`config.mk`:
```
export PLATFORM = sky130hd
export DESIGN_NAME = bus_arbiter
export DESIGN_NICKNAME = d
export VERILOG_FILES = /design/src/rtl/arb_pkg.sv /design/src/rtl/arb_rr_pick.sv /design/src/rtl/arb_owner_track.sv /design/src/rtl/bus_arbiter.sv
export SDC_FILE = /design/constraint.sdc
export NUM_CORES = 1
export LEC_CHECK = 0
export ABC_AREA = 1
export BUFFER_PORTS_ARGS = -buffer_cell sky130_fd_sc_hd__buf_2
export CAP_MARGIN = 15
export CELL_PAD_IN_SITES_DETAIL_PLACEMENT = 0
export CELL_PAD_IN_SITES_GLOBAL_PLACEMENT = 1
export CORE_MARGIN = 2
export CORE_UTILIZATION = 30
export CTS_CLUSTER_DIAMETER = 40
export DETAILED_ROUTE_END_ITERATION = 10
export PLACE_DENSITY_LB_ADDON = 0.1
export SETUP_SLACK_MARGIN = 0.15
export SYNTH_ARGS = -nofsm -noshare
export SYNTH_HDL_FRONTEND = slang
export SYNTH_SLANG_ARGS = --single-unit
```
`constraint.sdc`:
```
create_clock -name clk -period 1.2 [get_ports clk]
set_input_delay 0.12 -clock clk [delete_from_list [all_inputs] [get_ports clk]]
set_output_delay 0.12 -clock clk [all_outputs]
set_load 0.02 [all_outputs]
```
`src/rtl/arb_pkg.sv`:
```
package arb_pkg;

    typedef enum logic [0:0] {
        ST_GRANT  = 1'b0,
        ST_SWITCH = 1'b1
    } arb_state_t;

endpackage

```
`src/rtl/arb_rr_pick.sv`:
```
module arb_rr_pick #(
    parameter int N  = 4,
    parameter int IW = (N > 1) ? $clog2(N) : 1
) (
    input  logic [N-1:0]  req,
    input  logic [IW-1:0] ptr,
    output logic          found,
    output logic [IW-1:0] idx
);

    // Walk from the farthest candidate to the nearest so the nearest wins.
    always_comb begin
        found = 1'b0;
        idx   = '0;
        for (int k = N; k >= 1; k--) begin
            int          c;
            logic [IW-1:0] ci;
            c = int'(ptr) + k;
            if (c >= N) c = c - N;
            ci = IW'(c);
            if (req[ci]) begin
                found = 1'b1;
                idx   = ci;
            end
        end
    end

endmodule

```
`src/rtl/arb_owner_track.sv`:
```
module arb_owner_track #(
    parameter int N  = 4,
    parameter int IW = (N > 1) ? $clog2(N) : 1
) (
    input  logic          clk,
    input  logic          rst_n,
    input  logic          frame_n,
    input  logic          irdy_n,
    input  logic          gnt_valid,
    input  logic [IW-1:0] gnt_idx,
    output logic [IW-1:0] owner
);

    logic idle_q;
    logic start;

    assign start = !frame_n && idle_q;

    always_ff @(posedge clk or negedge rst_n) begin
        if (!rst_n) begin
            idle_q <= 1'b1;
            owner  <= '0;
        end else begin
            idle_q <= frame_n && irdy_n;
            if (start && gnt_valid)
                owner <= gnt_idx;
        end
    end

    // the owner only changes on a transaction start under a grant
    assert_owner_update_R9: assert property (@(posedge clk) disable iff (!rst_n)
        !$stable(owner) |-> $past(start && gnt_valid));

endmodule

```
`src/rtl/bus_arbiter.sv`:
```
module bus_arbiter #(
    parameter int N_MASTERS = 4
) (
    input  logic                 clk,
    input  logic                 rst_n,
    input  logic [N_MASTERS-1:0] req_n,
    input  logic                 frame_n,
    input  logic                 irdy_n,
    output logic [N_MASTERS-1:0] gnt_n
);
    import arb_pkg::*;

    localparam int IW = (N_MASTERS > 1) ? $clog2(N_MASTERS) : 1;

    arb_state_t    state, state_nx;
    logic [IW-1:0] gnt_idx, gnt_idx_nx;
    logic [IW-1:0] owner;
    logic [IW-1:0] pick_idx;
    logic [IW-1:0] target;
    logic          pick_found;
    logic          bus_idle;
    logic [N_MASTERS-1:0] reqv;
    logic [N_MASTERS-1:0] gvec;

    assign reqv     = ~req_n;
    assign bus_idle = frame_n && irdy_n;

    arb_rr_pick #(.N(N_MASTERS), .IW(IW)) u_pick (
        .req   (reqv),
        .ptr   (owner),
        .found (pick_found),
        .idx   (pick_idx)
    );

    arb_owner_track #(.N(N_MASTERS), .IW(IW)) u_owner (
        .clk       (clk),
        .rst_n     (rst_n),
        .frame_n   (frame_n),
        .irdy_n    (irdy_n),
        .gnt_valid (state == ST_GRANT),
        .gnt_idx   (gnt_idx),
        .owner     (owner)
    );

    // Target selection and next state
    always_comb begin
        if (pick_found)    target = pick_idx;
        else if (bus_idle) target = owner;
        else               target = gnt_idx;

        state_nx   = state;
        gnt_idx_nx = gnt_idx;
        unique case (state)
            ST_GRANT: begin
                if (target != gnt_idx) begin
                    state_nx   = ST_SWITCH;
                    gnt_idx_nx = target;
                end
            end
            ST_SWITCH: begin
                state_nx = ST_GRANT;
            end
        endcase
    end

    // State register
    always_ff @(posedge clk or negedge rst_n) begin
        if (!rst_n) begin
            state   <= ST_GRANT;
            gnt_idx <= '0;
        end else begin
            state   <= state_nx;
            gnt_idx <= gnt_idx_nx;
        end
    end

    // Outputs
    always_comb begin
        for (int i = 0; i < N_MASTERS; i++)
            gnt_n[i] = !((state == ST_GRANT) && (gnt_idx == IW'(i)));
    end

    assign gvec = ~gnt_n;

    assert_single_grant_R2: assert property (@(posedge clk) disable iff (!rst_n)
        $countones(gvec) <= 1);

    assert_no_overlap_R3: assert property (@(posedge clk) disable iff (!rst_n)
        ((|gvec) && (|$past(gvec))) |-> (gvec == $past(gvec)));

    assert_gap_one_cycle_R3: assert property (@(posedge clk) disable iff (!rst_n)
        (gvec == '0) |=> (gvec != '0));

    assert_hold_busy_R7: assert property (@(posedge clk) disable iff (!rst_n)
        (!bus_idle && (reqv == '0) && (|gvec)) |=> $stable(gvec));

    assert_park_owner_R8: assert property (@(posedge clk) disable iff (!rst_n)
        (bus_idle && (reqv == '0) && (state == ST_GRANT) && (gnt_idx == owner))
        |=> $stable(gvec));

endmodule

```
==> results.md, run 1 <==
* # setup viols final at 3
* Crit Path Class: reg2reg
* Bufs and invs on worst path at 1
* Most common cell after layout, fill and taps aside: nand2_2
* Status: finished with violations
* Hold Crit Class: in2reg
* Row Count at 15
* Final hold slack at 163.0 ps
* Final core utilization at 53.11%
* Starting Density at 31.79%
* Inserted Clock Buffers at 3
* Initial antenna violation count at 0
* Clock Path Buffers at 2
* NumNets Final at 131
* Pwr per Cell Area at 3123 mW/mm2
* DIE HEIGHT at 46.55 um
* Post-route ant nets at 0
* Pre-antenna DRT Iters at 4
* Mapped Nets at 100
* DPL Wire Length at 1057 um
* Slowest-stage cell, CP: dfrtp_2
* GRT busiest layer: met2
* Clk Latency, worst-skew pair at 250 ps
* Critical Path Max Stage Delay at 440 ps
* Worst-path cell chain: buf_6 -> nand2_2 -> nand2_2 -> nand2_2 -> nand2_2 -> nor2_2 -> nand4_1 -> nand3_1 -> nand2_1 -> a21oi_2
* N_diodes at 0
* Crit-path most repeated cell: nand2_2
* Unique masters post-synth at 14
* Critical path endpoint category: flip-flop
* Io pins at 12
* Vias at 670
* WL final at 1478 um
* Mapped cell area at 543.0 um2
* CTS tree: built
* Average size of a mapped cell at 5.902 um2
* GRT Total Usage at 14.72%
* GR Layer Usage met2 at 27.22%
* CTS sink cnt at 6
* Commonest cells after routing, fill and taps aside: 25 x nand2_2, 20 x nand2_1, 10 x buf_6, 9 x buf_4
* Pin count of the biggest net entering global routing at 7
* Synth Instances at 92
* Final Max Slew Viols at 0
* Die Area at 0.002166 mm2
* Worst-Margin Slew at 335.5 ps
* Area of the multi-input gates at 407.9 um2
* Critical path's top delay family: simple AND/OR/NAND/NOR gates
* Failing checks: negative setup slack
* First DRT Iteration DRCs at 5
* First-pass GRT wire length at 2277 um
* Crit-path max FO at 4
* RSZ-0062 raised after global routing: true
* GPL Wtd Cong at 0.8123
* Synth warn at 0
* Fraction of the yosys area taken by sequential cells at 27.88%
* CP required at 1380 ps
* Max-slew headroom at 77.40%
* Gr ovfl total at 0
* Clock transition at path regs at 60 ps
* Port buffer count at 11
* Avg WL per Cell at 10.05 um
* Startpoint types: flip-flop
* Critical path arrival at 1670 ps
* Max-cap violations at 0
* Setup WS post-layout at -286.1 ps
* GR Util met1 at 17.41%
* Flops & latches, synth at 6
* Worst Skew at 10.60 ps
* Vias per cell at 4.558
* Final hold violation count at 0
* Fin crit period at 1486 ps
* Core area at 0.001708 mm2
* H-tree Lvls at 1
* Total power at 2.833 mW
* Vias in the first global route at 573
* Die Wd at 46.55 um
* Fmax at 672.9 MHz
* GR Util met3 at 1.176%
* Lkg Pwr at 0.4734 nW
* Area delta synth->final at 67.05%
* Share of layout cells above drive strength 1 at 59.84%
* Max rail drop VDD at 1618 uV
* Drt drc at 0
* Fill count at 175
* FF/Latch Area at 153.9 um2
* Root Buffer: clkbuf_4
* Crit share post-route at 123.8%
[kinds of logic after synthesis]
family | share of synthesized area [%]
simple gates | 52.31
buf+inv | 11.75
compound gates | 8.064
flops | 27.88
[flip-flops by register name (all words and copies together), names as in the netlist]
| name | cells |
|---|---|
| u_owner.owner | 2 |
| u_owner.idle_q | 1 |
| state | 1 |
| gnt_idx | 2 |
[through the flow]
step	worst slack, ps	TNS, ps	area [um2]	instances
after floorplan	-113.5	-223.6	545.5	92
after global placement	-259.5	-633.7	688.2	136
after detailed placement	-258.4	-619.7	688.2	136
after CTS	-249.4	-612.0	798.3	146
after global routing	-381.9	-1002	907.1	147
final	-286.1	-650.0	907.1	147
[tightest hold or removal path, cell delays in order]
cell and delay [ps]:
buf_2 70, nand2_1 100, inv_1 70
[report_power, final]
| group | leakage [nW] | internal (mW) | switching, mW |
|---|---|---|---|
| clock | 0.0150 | 0.127 | 0.0829 |
| combinational | 0.390 | 1.00 | 1.22 |
| sequential | 0.0689 | 0.303 | 0.103 |
| total | 0.473 | 1.43 | 1.40 |
[path summary, 6_finish.rpt]
path	slack [ps]	startpoint	depth (start not counted)	to
min	160	irdy_n	3	u_owner.idle_q
min in group asynchronous	220	rst_n	2	gnt_idx[1]
min reg2reg	520	u_owner.idle_q	2	u_owner.owner[1]
max reg2reg	-290	u_owner.owner[0]	10	state
max	-290	u_owner.owner[0]	10	state
max in group asynchronous	740	rst_n	2	u_owner.idle_q
[repair_timing]
item | in CTS | in global routing
endpoints found under the setup margin | 7 | 9
hold buffers | 1 | 0
pin swaps | 1 | 7
hold endpoints to repair | 6 | 0
cloned | 0 | 0
buffers inserted | 5 | 1
resized for setup | 13 | 35
[Yosys cell counts, drive strengths merged]
cell    n  area, um2
nand2  45      191.4
inv    14      52.55
nand3  12      60.06
o21ai   7      35.03
dfrtp   5      125.1
nor2    3      13.77
nand4   2      12.51
a21oi   1      8.760
and2    1      6.260
buf     1      11.26
dfstp   1      26.28
[layout make-up]
cell class,count,area share [%]
multi-input combinational,71,44.97
timing repair buffer,27,24.83
sequential,6,16.97
inverter,14,6.897
tap,25,3.448
clock buffer,4,2.897
[layer usage]
layer  share of wire [%]  vias up
met4                 1.9        0
met5                   0        -
li1                    -      349
met1                  43      305
met2                  52       14
met3                 3.2        2
Note: power is estimated with default switching activity, not from simulation.
==> run 2: changes to the inputs <==
- CORE_UTILIZATION: 30 -> 33
- CTS_BUF_LIST: default -> sky130_fd_sc_hd__clkbuf_8
==> run 2 against run 1 <==
Compared with the run above:
- the run still ends with negative setup slack left
- total power grew 2.9%
- first-iteration DRC count grew to 3.4 times the previous value
- sequential share of layout area grew 0.067 points
- flip-flop and latch count is the same
- sequential power grew 6.4%
- cell count shrank 5.4%
- routed wire length shrank 1.0%
- clock skew shrank 4.0 ps
- via count shrank 2.8%
- critical endpoint unchanged
==> results.md, run 2 (synthesis gave the netlist of run 1 again) <==
* Status: finished with violations
* Failing checks: negative setup slack
* Core area at 0.001524 mm2 (-11%)
* Area delta synth->final at 67.74%
* CTS tree: built
* GPL Wtd Cong at 0.8160 (+0.46%)
* GRT Total Usage at 17.02% (+2.3 points)
* Pin count of the biggest net entering global routing at 9 (+2)
* First-pass GRT wire length at 2518 um (+11%)
* DPL Wire Length at 1006 um (-4.8%)
* Fill count at 153 (-13%)
* Placed Area at 661.9 um2 (-3.8%)
* Most common cell after layout, fill and taps aside: nand2_1
* Pre-antenna DRT Iters at 4 (unchanged)
* Final hold violation count at 0 (unchanged)
* Share of layout cells above drive strength 1 at 57.72% (-2.1 points)
* Die Area at 0.001986 mm2 (-8.3%)
* Startpoint types: flip-flop
* Avg WL per Cell at 10.53 um (+4.7%)
* WL final at 1463 um (-1.0%)
* Post-route ant nets at 0 (unchanged)
* Largest registers: gnt_idx: 2 flops, u_owner.owner: 2 flops
* Critical path endpoint category: flip-flop
* Initial antenna violation count at 0 (unchanged)
* Crit-path max FO at 5 (+1)
* Vias in the first global route at 628 (+9.6%)
* Final Max Slew Viols at 0 (unchanged)
* Io pins at 12 (unchanged)
* Vias at 651 (-2.8%)
* Port buffer count at 11 (unchanged)
* RSZ-0062 raised after global routing: true
* Critical path arrival at 1640 ps (-30 ps)
* Max rail drop VDD at 1581 uV (-2.3%)
* H-tree Lvls at 1 (unchanged)
* CP required at 1350 ps (-30 ps)
* Drt drc at 0 (unchanged)
* N_diodes at 0 (unchanged)
* DIE HEIGHT at 44.57 um (-4.3%)
* Row Count at 14 (-1)
* Die Wd at 44.57 um (-4.3%)
* Inserted Clock Buffers at 3 (unchanged)
* Crit Path Class: reg2reg
* Setup WS post-layout at -293.0 ps (-6.886 ps)
* Fmax at 669.8 MHz (-0.46%)
* Starting Density at 35.63% (+3.8 points)
* Vias per cell at 4.683 (+2.8%)
* Commonest cells after routing, fill and taps aside: 25 x nand2_1, 19 x nand2_2, 11 x buf_6, 9 x buf_4, 8 x inv_1
* Crit share post-route at 124.4% (+0.57 points)
* Worst-Margin Slew at 288.6 ps (-46.86 ps)
* First DRT Iteration DRCs at 17 (+12)
* Final non-filler cell area at 910.9 um2 (+0.41%)
* Root Buffer: clkbuf_8
* Lkg Pwr at 0.4932 nW (+4.2%)
* Worst Skew at 6.571 ps (-4.025 ps)
* Clock Path Buffers at 2 (unchanged)
* CTS sink cnt at 6 (unchanged)
* NumNets Final at 132 (+0.76%)
* Hold Crit Class: in2reg
* Max-slew headroom at 80.56% (+3.2 points)
* Fin crit period at 1493 ps (+6.886 ps)
* # setup viols final at 3 (unchanged)
* Pwr per Cell Area at 3200 mW/mm2 (+2.5%)
* Clk Latency, worst-skew pair at 220 ps (-30 ps)
* Max-cap violations at 0 (unchanged)
* Clock transition at path regs at 40 ps (-20 ps)
* Total power at 2.914 mW (+2.9%)
* Gr ovfl total at 0 (unchanged)
## run 2: cell count changes in the layout (fill, tap and decap cells not counted), moves of 2 or more
cell,delta
clkbuf_4,-3
o21ai_0,-2
nand2_1,+5
nand2_2,-6
clkbuf_8,+3
## run 2: final cells by class
class | count | area [um2] | area share, %
Clock buffer | 3 | 41.29 | 4.533
Clock inverter | 1 | 3.754 | 0.4121
Inverter | 14 | 57.56 | 6.319
Multi-Input combinational cell | 71 | 396.6 | 43.54
Sequential cell | 6 | 155.1 | 17.03
Tap cell | 16 | 20.02 | 2.198
Timing Repair Buffer | 28 | 236.5 | 25.96
## run 2: power by group
part           internal (mW)  switching (mW)
Sequential             0.307           0.126
Combinational           1.02            1.16
Clock                  0.219          0.0839
Total                   1.55            1.37
## run 2: timing repair
item                       in CTS  in global routing
setup endpoints to repair       7                  9
buffers inserted                7                  2
gates resized for setup        29                 19
hold endpoints to repair        6                  0
hold buffers                    1                  0
pin swaps                       7                  5
## run 2: final timing paths
check / depth (start not counted) / start / slack, ps / end
max in group asynchronous: 2 / rst_n / 730 / u_owner.idle_q
max reg2reg: 12 / u_owner.owner[0] / -290 / state
min reg2reg: 2 / u_owner.idle_q / 570 / u_owner.owner[0]
max: 12 / u_owner.owner[0] / -290 / state
min: 3 / irdy_n / 210 / u_owner.idle_q
min in group asynchronous: 2 / rst_n / 240 / gnt_idx[0]
## run 2: metal layers
layer / vias up / track usage [%] / wire length (um)
met3: 2 / 1.633 / 42
li1: 351 / - / -
met4: 0 / 7.273 / 12
met5: - / 0 / 0
met2: 15 / 30.14 / 755
met1: 283 / 20.60 / 652
## run 2: metrics by stage
stage / hold WS [ps] / utilization (%) / TNS [ps] / worst slack, ps / std cells
6_report: 208.1 / 59.77 / -668.9 / -293.0 / 139
5_1_grt: 224.7 / 59.77 / -991.7 / -398.3 / 139
4_1_cts: 199.7 / 55.17 / -627.7 / -270.3 / 137
3_5_place_dp: -52.68 / 43.43 / -935.7 / -356.0 / 125
3_3_place_gp: -51.34 / 43.43 / -956.5 / -383.1 / 125
2_1_floorplan: -175.6 / - / -223.6 / -113.5 / 92
## run 2: critical path, cell delays in order (launching register included)
cell	delay, ps
dfrtp_2	450
buf_6	150
nand2_2	50
nand2_2	70
nand2_2	80
nand2_2	60
nor2_1	120
nand2_1	60
nand2_1	70
nand2_1	70
nand2_1	80
nand2_2	50
a21oi_2	120
